==> config.mk <==
export PLATFORM = sky130hd
export DESIGN_NAME = i2c_byte_master
export DESIGN_NICKNAME = d
export VERILOG_FILES = /design/src/rtl/i2c_byte_master.sv
export SDC_FILE = /design/constraint.sdc
export NUM_CORES = 1
export LEC_CHECK = 0
export BUFFER_PORTS_ARGS = -buffer_cell sky130_fd_sc_hd__buf_2
export CORE_MARGIN = 2
export CORE_UTILIZATION = 66
export DETAILED_ROUTE_END_ITERATION = 6
export MAX_ROUTING_LAYER = met4
export PLACE_DENSITY_LB_ADDON = 0.3
export SYNTH_ARGS = -nofsm -noshare
export SYNTH_HDL_FRONTEND = slang
export SYNTH_SLANG_ARGS = --single-unit
==> constraint.sdc <==
create_clock -name clk -period 5.32 [get_ports clk]
set_clock_uncertainty 0.2 [all_clocks]
set_input_delay 1.064 -clock clk [delete_from_list [all_inputs] [get_ports clk]]
set_output_delay 1.064 -clock clk [all_outputs]
set_load 0.01 [all_outputs]
==> src/rtl/i2c_byte_master.sv <==
`timescale 1ns/1ps
module i2c_byte_master #(
  parameter int              PRE_W   = 16,
  parameter logic [PRE_W-1:0] PRE_RST = '1
) (
  input  logic       clk,
  input  logic       rst_n,
  input  logic [2:0] reg_addr,
  input  logic       reg_we,
  input  logic [7:0] reg_wdata,
  output logic [7:0] reg_rdata,
  output logic       irq,
  input  logic       scl_in,
  output logic       scl_pull,
  input  logic       sda_in,
  output logic       sda_pull
);

  typedef enum logic [2:0] {
    ST_IDLE = 3'd0, ST_START = 3'd1, ST_DATA = 3'd2, ST_ACK = 3'd3, ST_STOP = 3'd4
  } st_t;

  st_t              st;
  logic [PRE_W-1:0] pre, cnt;
  logic             core_en, irq_en;
  logic [7:0]       txd, rxd, sh;
  logic             tip, ifl, al, rxack, busy;
  logic             c_dat, c_rd, c_sto, c_nack;
  logic [2:0]       ph, bitn;
  logic             scl_r, sda_r, scl_s, sda_s, sda_p;
  logic             scl_o, sda_o, bit_d;

  wire wr_cmd  = reg_we && reg_addr == 3'd4;
  wire accept  = wr_cmd && core_en && !tip && |reg_wdata[7:4];
  wire tick    = cnt == '0;
  wire stretch = (ph == 3'd2 || ph == 3'd3) && scl_o && !scl_s;
  wire step    = st != ST_IDLE && tick && !stretch;
  wire samp    = step && ph == 3'd3;
  wire last    = step && ph == 3'd4;
  wire lost    = samp && st == ST_DATA && !c_rd && sh[7] && !sda_s;
  wire fin     = last && (st == ST_STOP || (st == ST_ACK && !c_sto) ||
                          (st == ST_START && !c_dat && !c_sto));

  always_comb begin
    bit_d = 1'b1;
    if (st == ST_DATA) bit_d = c_rd ? 1'b1 : sh[7];
    if (st == ST_ACK)  bit_d = c_rd ? c_nack : 1'b1;
  end

  always_comb begin
    scl_o = scl_r;
    sda_o = sda_r;
    unique case (st)
      ST_START: begin
        scl_o = (ph == 3'd0) ? scl_r : (ph <= 3'd3);
        sda_o = ph < 3'd2;
      end
      ST_STOP: begin
        scl_o = ph >= 3'd1;
        sda_o = ph >= 3'd3;
      end
      ST_DATA, ST_ACK: begin
        scl_o = ph >= 3'd1 && ph <= 3'd3;
        sda_o = bit_d;
      end
      default: ;
    endcase
  end

  assign scl_pull = !scl_o;
  assign sda_pull = !sda_o;
  assign irq      = ifl && irq_en;

  always_comb begin
    unique case (reg_addr)
      3'd0:    reg_rdata = pre[7:0];
      3'd1:    reg_rdata = 8'(pre >> 8);
      3'd2:    reg_rdata = {core_en, irq_en, 6'b0};
      3'd3:    reg_rdata = rxd;
      3'd4:    reg_rdata = {rxack, busy, al, 3'b0, tip, ifl};
      default: reg_rdata = 8'h00;
    endcase
  end

  always_ff @(posedge clk or negedge rst_n) begin
    if (!rst_n) begin
      st <= ST_IDLE;  pre <= PRE_RST;  cnt <= '0;
      core_en <= 1'b0; irq_en <= 1'b0;
      txd <= '0; rxd <= '0; sh <= '0;
      tip <= 1'b0; ifl <= 1'b0; al <= 1'b0; rxack <= 1'b0; busy <= 1'b0;
      c_dat <= 1'b0; c_rd <= 1'b0; c_sto <= 1'b0; c_nack <= 1'b0;
      ph <= '0; bitn <= '0;
      scl_r <= 1'b1; sda_r <= 1'b1; scl_s <= 1'b1; sda_s <= 1'b1; sda_p <= 1'b1;
    end else begin
      scl_s <= scl_in;
      sda_s <= sda_in;
      sda_p <= sda_s;
      scl_r <= scl_o;
      sda_r <= sda_o;

      if (scl_s && sda_p && !sda_s)      busy <= 1'b1;
      else if (scl_s && !sda_p && sda_s) busy <= 1'b0;

      if (reg_we) begin
        case (reg_addr)
          3'd0: pre[7:0] <= reg_wdata;
          3'd1: pre[PRE_W-1:8] <= reg_wdata[PRE_W-9:0];
          3'd2: begin core_en <= reg_wdata[7]; irq_en <= reg_wdata[6]; end
          3'd3: txd <= reg_wdata;
          default: ;
        endcase
      end
      if (wr_cmd && reg_wdata[0]) ifl <= 1'b0;

      if (accept) begin
        tip    <= 1'b1;
        al     <= 1'b0;
        c_dat  <= |reg_wdata[5:4];
        c_rd   <= reg_wdata[5] && !reg_wdata[4];
        c_sto  <= reg_wdata[6];
        c_nack <= reg_wdata[3];
        sh     <= txd;
        ph     <= '0;
        bitn   <= 3'd7;
        cnt    <= pre;
        st     <= reg_wdata[7] ? ST_START : (|reg_wdata[5:4] ? ST_DATA : ST_STOP);
      end else if (st != ST_IDLE) begin
        if (!stretch) cnt <= tick ? pre : cnt - 1'b1;
        if (step) ph <= (ph == 3'd4) ? 3'd0 : ph + 3'd1;
        if (samp && st == ST_DATA && c_rd) sh <= {sh[6:0], sda_s};
        if (samp && st == ST_ACK && !c_rd) rxack <= sda_s;
        if (lost) begin
          al <= 1'b1; ifl <= 1'b1; tip <= 1'b0; st <= ST_IDLE;
          scl_r <= 1'b1; sda_r <= 1'b1;
        end else if (fin) begin
          st <= ST_IDLE; tip <= 1'b0; ifl <= 1'b1;
          if (c_rd) rxd <= sh;
        end else if (last) begin
          case (st)
            ST_START: st <= c_dat ? ST_DATA : ST_STOP;
            ST_DATA: begin
              if (!c_rd) sh <= {sh[6:0], 1'b0};
              if (bitn == 3'd0) st <= ST_ACK;
              else bitn <= bitn - 3'd1;
            end
            ST_ACK: st <= ST_STOP;
            default: ;
          endcase
        end
      end

      if (!core_en) begin
        st <= ST_IDLE; tip <= 1'b0; scl_r <= 1'b1; sda_r <= 1'b1;
      end
    end
  end

endmodule

# == Yosys cells after proc, flatten, opt, wreduce, memory -nomap -nowiden ==
# Index checks and enable logic that the tools add are counted.
# totals
reg_bits,81
input_bits,16
output_inout_bits,11
elab_cells,188
# classes
n_addsub,3
magnitude_cmp,4
eq_ne,20
mux,65
bitwise,2
n_reduce_logical,69
# op_table
operator,count
2-to-1 mux 16 bit,4
2-to-1 mux 8 bit,8
2-to-1 mux 3 bit,21
case mux 8 bit (5 select lines),1
logical AND 1 bit,29
2-to-1 mux 1 bit,28
equality test 3 x 2 -> 1 bit (second input constant),6
zero test 16 bit,1
AND reduction 2 bit,8
subtractor 16 x 1 -> 16 bit (second input constant),1
nonzero test 2 bit,6
zero test 1 bit,11
equality test 3 bit (second input constant),3
zero test 3 bit,3
case mux 3 bit (3 select lines),1
inequality test 2 bit (second input constant),4
inequality test 7 x 1 -> 1 bit (second input constant),1
equality test 3 x 1 -> 1 bit (second input constant),2
inequality test 6 x 5 -> 1 bit (second input constant),1
case mux 1 bit (3 select lines),2
AND reduction 6 bit,1
inequality test 5 x 1 -> 1 bit (second input constant),1
AND reduction 5 bit,1
inequality test 4 x 1 -> 1 bit (second input constant),1
other kinds (14),18

# == Longest topological paths before layout ==
# Gate-level depths: netlist of the first run.
# logic_depth
word_depth,18
depth_mapped,10
depth_no_buf,8

# == Worst setup path before layout of the first run ==
# OpenSTA, ideal clock, no wires.
# synth_path
path_type,in2out
start,input port reg_addr[0]
end,output port reg_rdata[6]
arrival_ns,2.094
required_time_ns,4.056
setup_slack_ns,1.962
stages,5
path_buffers,2
cell_sequence,buf_2 > clkbuf_1 > mux4_2 > inv_1 > o21ai_0
# synth_via
elab_chain_cells,2
elab_cells_between_ends,6
cone_classes,4 x eq/ne; 1 x mux; 1 x reduce/logical
# synth_lines
element,line,rtl
start: declaration,8,"input logic [2:0] reg_addr,"
"equality test 3 bit, or another cell as far along",75,unique case (reg_addr)
case mux 8 bit (5 select lines) (*),75,
end: declaration,11,"output logic [7:0] reg_rdata,"
# Every way passes the cells marked *; elsewhere a longest branch is shown, timed or not.

# == Final worst setup path of the first run ==
# layout_path
start,register ph[1]
end,output port scl_pull
# layout_via
elab_chain_cells,4
elab_cells_between_ends,7
cone_classes,2 x order compare; 2 x mux; 3 x reduce/logical
# layout_lines
element,line,rtl
start: declaration,29,"logic [2:0] ph, bitn;"
start signal: assignment,129,if (step) ph <= (ph == 3'd4) ? 3'd0 : ph + 3'd1;
"<= comparator 3 x 2 -> 1 bit, or another cell as far along","55, 63",
2-to-1 mux 1 bit / logical AND 1 bit (equally long branches),"55, 63",
case mux 1 bit (3 select lines) (*),53,unique case (st)
zero test 1 bit (*),70,assign scl_pull = !scl_o;
end: declaration,14,"output logic scl_pull,"
# Marks and branches as above.

==> results.cfg, run 1 <==
[clocking]
postCtsSetupBuffers = 0
numCtsBuffers = 9
cts_tree = yes
cts_resized = 0
root_buffer = clkbuf_8
cts_hold_buf = 0
h-tree-depth = 3
clock_sinks = 81
clk_pin_slew_ns = 0.09
cts_buffer_depth = 2
clk_latency_ns = 0.36

[worst_setup_path]
cp-startpoint = ph[1]
start_kind = flop
critPathMaxFanout = 8
crit_required_ns = 4.06
cp-end-kind = output port
worst_ep_arrival_time_ns = 2.41
r2r-start = ph[1]
worstSetupPathType = reg -> out

[route]
wl_per_cell_um = 20.2
drt_wl_total_um = 11800
drc = 0
ant_nets = 0
via_count = 3892
firstDrtPassIters = 5
drt-initial-drc-count = 439
avgViaCountPerCell = 6.68

[floorplanning]
die-height_um = 88.6
die_area_um2 = 7850
die_x_um = 88.6
num_rows = 30
core_um2 = 6870
ios = 27
start_util_pct = 68.8

[job]
drv_cap = 0

[cells_and_area]
num-fill-cells = 471
nNetsFinal = 507
fin_util_pct = 73.8
antennaDiodeCount = 0
drive_gt1_share_pct = 27.7
final_cell_mix = 60 x dfrtp_1, 49 x nand2_1, 37 x mux2_2
final_common_cell = dfrtp_1
area_growth_pct = 7.26
design_area_um2 = 5070
fin_cells = 583

[logic_synthesis]
ys_seq_area_share_pct = 43.5
yosys_register_bits = 81
async_flop_share_pct = 100
yosysTopAreaCellShare_pct = 31.8
netlist_area_um2 = 4720
syn-num-nets = 492
synth_edf_count = 0
syn_area_per_cell_um2 = 10.1
yosysTopAreaCell = dfrtp_1
synth_cell_types = 72
ys_top_cells_by_area = dfrtp_1 32%, dfstp_2 12%, mux2_2 8.8%
synth_warnings = 0
synthCells = 467
synth_ff_type = dfrtp_1

[sta]
slew_violations = 0
hold_violations = 0
fin_crit_sh_pct = 69.0
finalCriticalPeriod_ns = 3.67
fin_setup_tns_ns = 0
maxSlewHeadroom_pct = 10.9
hold_ws_ns = 0.216
setup_viol = 0
rsz0062_at_grt = false
worstMarginPinSlew_ns = 1.33
fin_ws_ns = 1.65
fmax_ghz = 0.272

[place]
numPortBuffers = 26
place.gp.congestion = 0.893
dp.cells = 567
dp_worst_setup_slack_ns = 1.67
postPlaceCellArea_um2 = 4870
post-dp-hpwl_um = 8050

[power_and_ir_drop]
powerDensity_nw_per_um2 = 466
p_leak_nw = 2.21
finalPower_mw = 2.36
peakVddDrop_uv = 316

[outcome]
status = finished clean

[global_route]
grt_pass1_vias = 3647
grt_max_degree = 82
grt_first_pass_wirelength_um = 18900
grt_usage_pct = 33.0
grt_overflow = 0
antenna_found_initial = 0

[worst_hold_path]
worstHoldStart = sda_s
hold_path_class = reg -> reg
## critical path, cell delays in order (launching register included)
cell and delay, ns:
dfrtp_1 0.49, ha_1 0.20, ha_1 0.31, a211oi_1 0.10, o32ai_2 0.58, nand2_1 0.18, buf_2 0.19
## power breakdown
part / leakage (nW) / switching, mW / internal [mW]
combinational: 1.15 / 0.503 / 0.371
sequential: 0.962 / 0.217 / 0.806
clock: 0.0962 / 0.243 / 0.220
total: 2.21 / 0.963 / 1.40
## flip-flops by register name, summed over array words and instances (netlist names), 3 cells and up
register / count
st: 3
cnt: 16
bitn: 3
txd: 8
pre: 16
ph: 3
sh: 8
rxd: 8
## metal layers
layer  global-route usage (%)  vias to the layer above  wire length [um]
met2                     49.1                      209              5490
li1                         -                     1755                 -
met5                        -                        -                 0
met3                     6.53                       19              1010
met1                     46.4                     1909              5080
met4                     9.37                        0               212
## final timing paths
check                           cells past startpoint       end  slack (ns)
worst max register to register                      7    cnt[2]        2.06
min in group asynchronous                           1     ph[2]        0.65
worst min register to register                      0     sda_p        0.22
worst min-delay path                                0     sda_p        0.22
worst max-delay path                                6  scl_pull        1.65
max in group asynchronous                           1    cnt[2]        3.62
## kinds of logic after synthesis
logic type	after synthesis	share of synthesized area (%)
simple gates	167	19.2
compound gates	117	18.2
flops	81	43.5
mux	49	12.2
buf+inv	43	4.32
fa+ha+maj	9	2.38
xor+xnor	1	0.185
## synthesized netlist by cell type (6+ instances only)
cell,number
inv_1,17
and2_1,6
nor2_1,35
clkbuf_1,13
a21oi_1,25
nand2_1,49
a2bb2oi_1,6
mux2i_1,7
o21ai_0,27
buf_2,7
nor3_1,14
a31oi_1,9
o221a_2,7
dfrtp_1,60
nand3_1,13
mux2_2,37
dfstp_2,21
ha_1,9
## area by class of cell
cell class                 instances  area [um2]  share of cell area (%)
tap                               96         120                    2.37
clock inverter                     7        76.3                    1.51
inverter                          17        63.8                    1.26
timing repair buffer              30         163                    3.21
clock buffer                       9         124                    2.45
sequential                        81        2050                    40.5
multi-input combinational        343        2470                    48.7
No activity file was read; power rests on OpenSTA's default activity.
==> run 2, diff against run 1 <==
--- a/config.mk
+++ b/config.mk
@@ -7,7 +7,7 @@
 export LEC_CHECK = 0
 export BUFFER_PORTS_ARGS = -buffer_cell sky130_fd_sc_hd__buf_2
 export CORE_MARGIN = 2
-export CORE_UTILIZATION = 66
+export CORE_UTILIZATION = 61
 export DETAILED_ROUTE_END_ITERATION = 6
 export MAX_ROUTING_LAYER = met4
 export PLACE_DENSITY_LB_ADDON = 0.3
==> constraint.sdc (replaced) <==
create_clock -name clk -period 3.57 [get_ports clk]
set_clock_uncertainty 0.2 [all_clocks]
set_input_delay 0.714 -clock clk [delete_from_list [all_inputs] [get_ports clk]]
set_output_delay 0.714 -clock clk [all_outputs]
set_load 0.01 [all_outputs]
==> run 2 against run 1 <==
  * Combinational power is 49% higher
  * Flip-flop and latch count stayed put
  * Sequential share of layout area is 0.36 points lower
  * Count of clock-buffer cells in the layout is 1 higher
  * Sequential power is 49% higher
  * First-iteration DRC count is 0.91% higher
  * Core utilization is 6.6 points lower
  * Total power is 50% higher
  * Hold slack worse by 0.021 ns
  * Setup slack worse by 1.3 ns
  * Non-clock buffer count is 2 higher
  * Largest power group unchanged
==> results.cfg, run 2 (same netlist as run 1, synthesis figures left out) <==
[outcome]
status = finished clean

[floorplanning]
die_x_um = 92.0
die_area_um2 = 8460
core_um2 = 7610
die-height_um = 92.0
ios = 27
start_util_pct = 62.1
num_rows = 32

[cells_and_area]
num-fill-cells = 596
final_common_cell = dfrtp_1
final_cell_mix = 60 x dfrtp_1, 49 x nand2_1, 37 x mux2_2
area_growth_pct = 8.21
nNetsFinal = 509
design_area_um2 = 5110
antennaDiodeCount = 0
largest_registers = cnt x16, pre x16
drive_gt1_share_pct = 28.0

[clocking]
cts_tree = yes
clock_sinks = 81
clk_latency_ns = 0.36
cts_hold_buf = 0
cts_buffer_depth = 2
root_buffer = clkbuf_8
h-tree-depth = 3
postCtsSetupBuffers = 0
numCtsBuffers = 9
cts_resized = 0
clk_pin_slew_ns = 0.10

[sta]
finalCriticalPeriod_ns = 3.22
worstMarginPinSlew_ns = 1.00
setup_viol = 0
fmax_ghz = 0.310
fin_setup_tns_ns = 0
fin_ws_ns = 0.346
hold_violations = 0
fin_crit_sh_pct = 90.3
slew_violations = 0
maxSlewHeadroom_pct = 33.2
hold_ws_ns = 0.195
rsz0062_at_grt = false

[power_and_ir_drop]
comb_power_share_pct = 36.8
p_sw_share_pct = 40.5
pwr-share-clk_pct = 20.2
p_int_mw = 2.11
netSwitchingPower_mw = 1.43
p_leak_nw = 2.23
peakVddDrop_uv = 364
seq_power_share_pct = 43.0
powerDensity_nw_per_um2 = 693

[global_route]
grt_usage_pct = 30.4
grt_max_degree = 82
grt_first_pass_wirelength_um = 19600
grt_overflow = 0
grt_pass1_vias = 3814
antenna_found_initial = 0

[place]
place.gp.congestion = 0.911
numPortBuffers = 26
postPlaceCellArea_um2 = 4900
dp_worst_setup_slack_ns = 0.394
post-dp-hpwl_um = 8220

[worst_setup_path]
cp_slowest_cell = or3b_2
cp-end-kind = output port
worst-path-buf-inv = 1
cp_top_family = simple AND/OR/NAND/NOR gates
critPathMaxFanout = 14
start_kind = flop
path_cells = or3b_2, o311a_1, o32ai_2, nand2_1, buf_2
slowest_delay_ns = 0.59
worst_ep_arrival_time_ns = 2.31
worstSetupPathType = reg -> out
crit_required_ns = 2.66

[route]
avgViaCountPerCell = 6.48
firstDrtPassIters = 5
drt-initial-drc-count = 443
wl_per_cell_um = 19.8
drt_wl_total_um = 11700
via_count = 3832
drc = 0
ant_nets = 0

[job]
drv_cap = 0

[worst_hold_path]
hold_path_class = reg -> reg
## run 2: worst paths after layout
path / startpoint / end / slack (ns) / cells after the start
max reg2reg: ph[1] / rxd[1] / 0.39 / 8
max: st[0] / scl_pull / 0.35 / 5
min in group asynchronous: rst_n / cnt[15] / 0.31 / 1
max in group asynchronous: rst_n / rxd[2] / 2.21 / 1
min reg2reg: sda_s / sda_p / 0.20 / 0
min: sda_s / sda_p / 0.20 / 0
## run 2: layout make-up
class	count	area [um2]	share of cell area, %
clock buffers	10	138	2.69
flip-flops and latches	81	2050	40.2
well taps	102	128	2.50
clock inverters	6	72.6	1.42
multi-input cells	343	2470	48.2
repair buffers	32	190	3.72
inverters	17	63.8	1.25
## run 2: power groups by stage
stage               Combinational [mW]  Sequential, mW  Clock, mW
floorplan                         1.10            1.39          0
global placement                  1.24            1.51          0
detailed placement                1.28            1.53          0
CTS                               1.29            1.51      0.718
global route                      1.45            1.56      0.755
finish                            1.30            1.52      0.715
## run 2: per-layer routing
metal  GRT usage, %  vias up  part of all wire, %
li1               -     1762                    -
met2           47.1      175                   48
met4           8.71        0                  2.3
met5              -        -                    0
met3           5.67       27                  6.9
met1           41.6     1868                   43
## run 2: worst register-to-register path, stage by stage, from the launching register on
cell and delay (ns):
dfrtp_1 0.47, inv_1 0.10, ha_1 0.22, nand3b_1 0.17, a211oi_1 0.29, o32ai_2 0.21
a21o_2 0.44, nor4_4 0.55, mux2_2 0.41
## run 2: through the flow
step | util (%) | cells | power [mW]
after detailed placement | 64.4 | 575 | 2.81
after CTS | 67.2 | 591 | 3.52
final | 67.2 | 591 | 3.54
after global placement | 64.4 | 575 | 2.75
after global routing | 67.2 | 591 | 3.77
after floorplan | - | 467 | 2.48
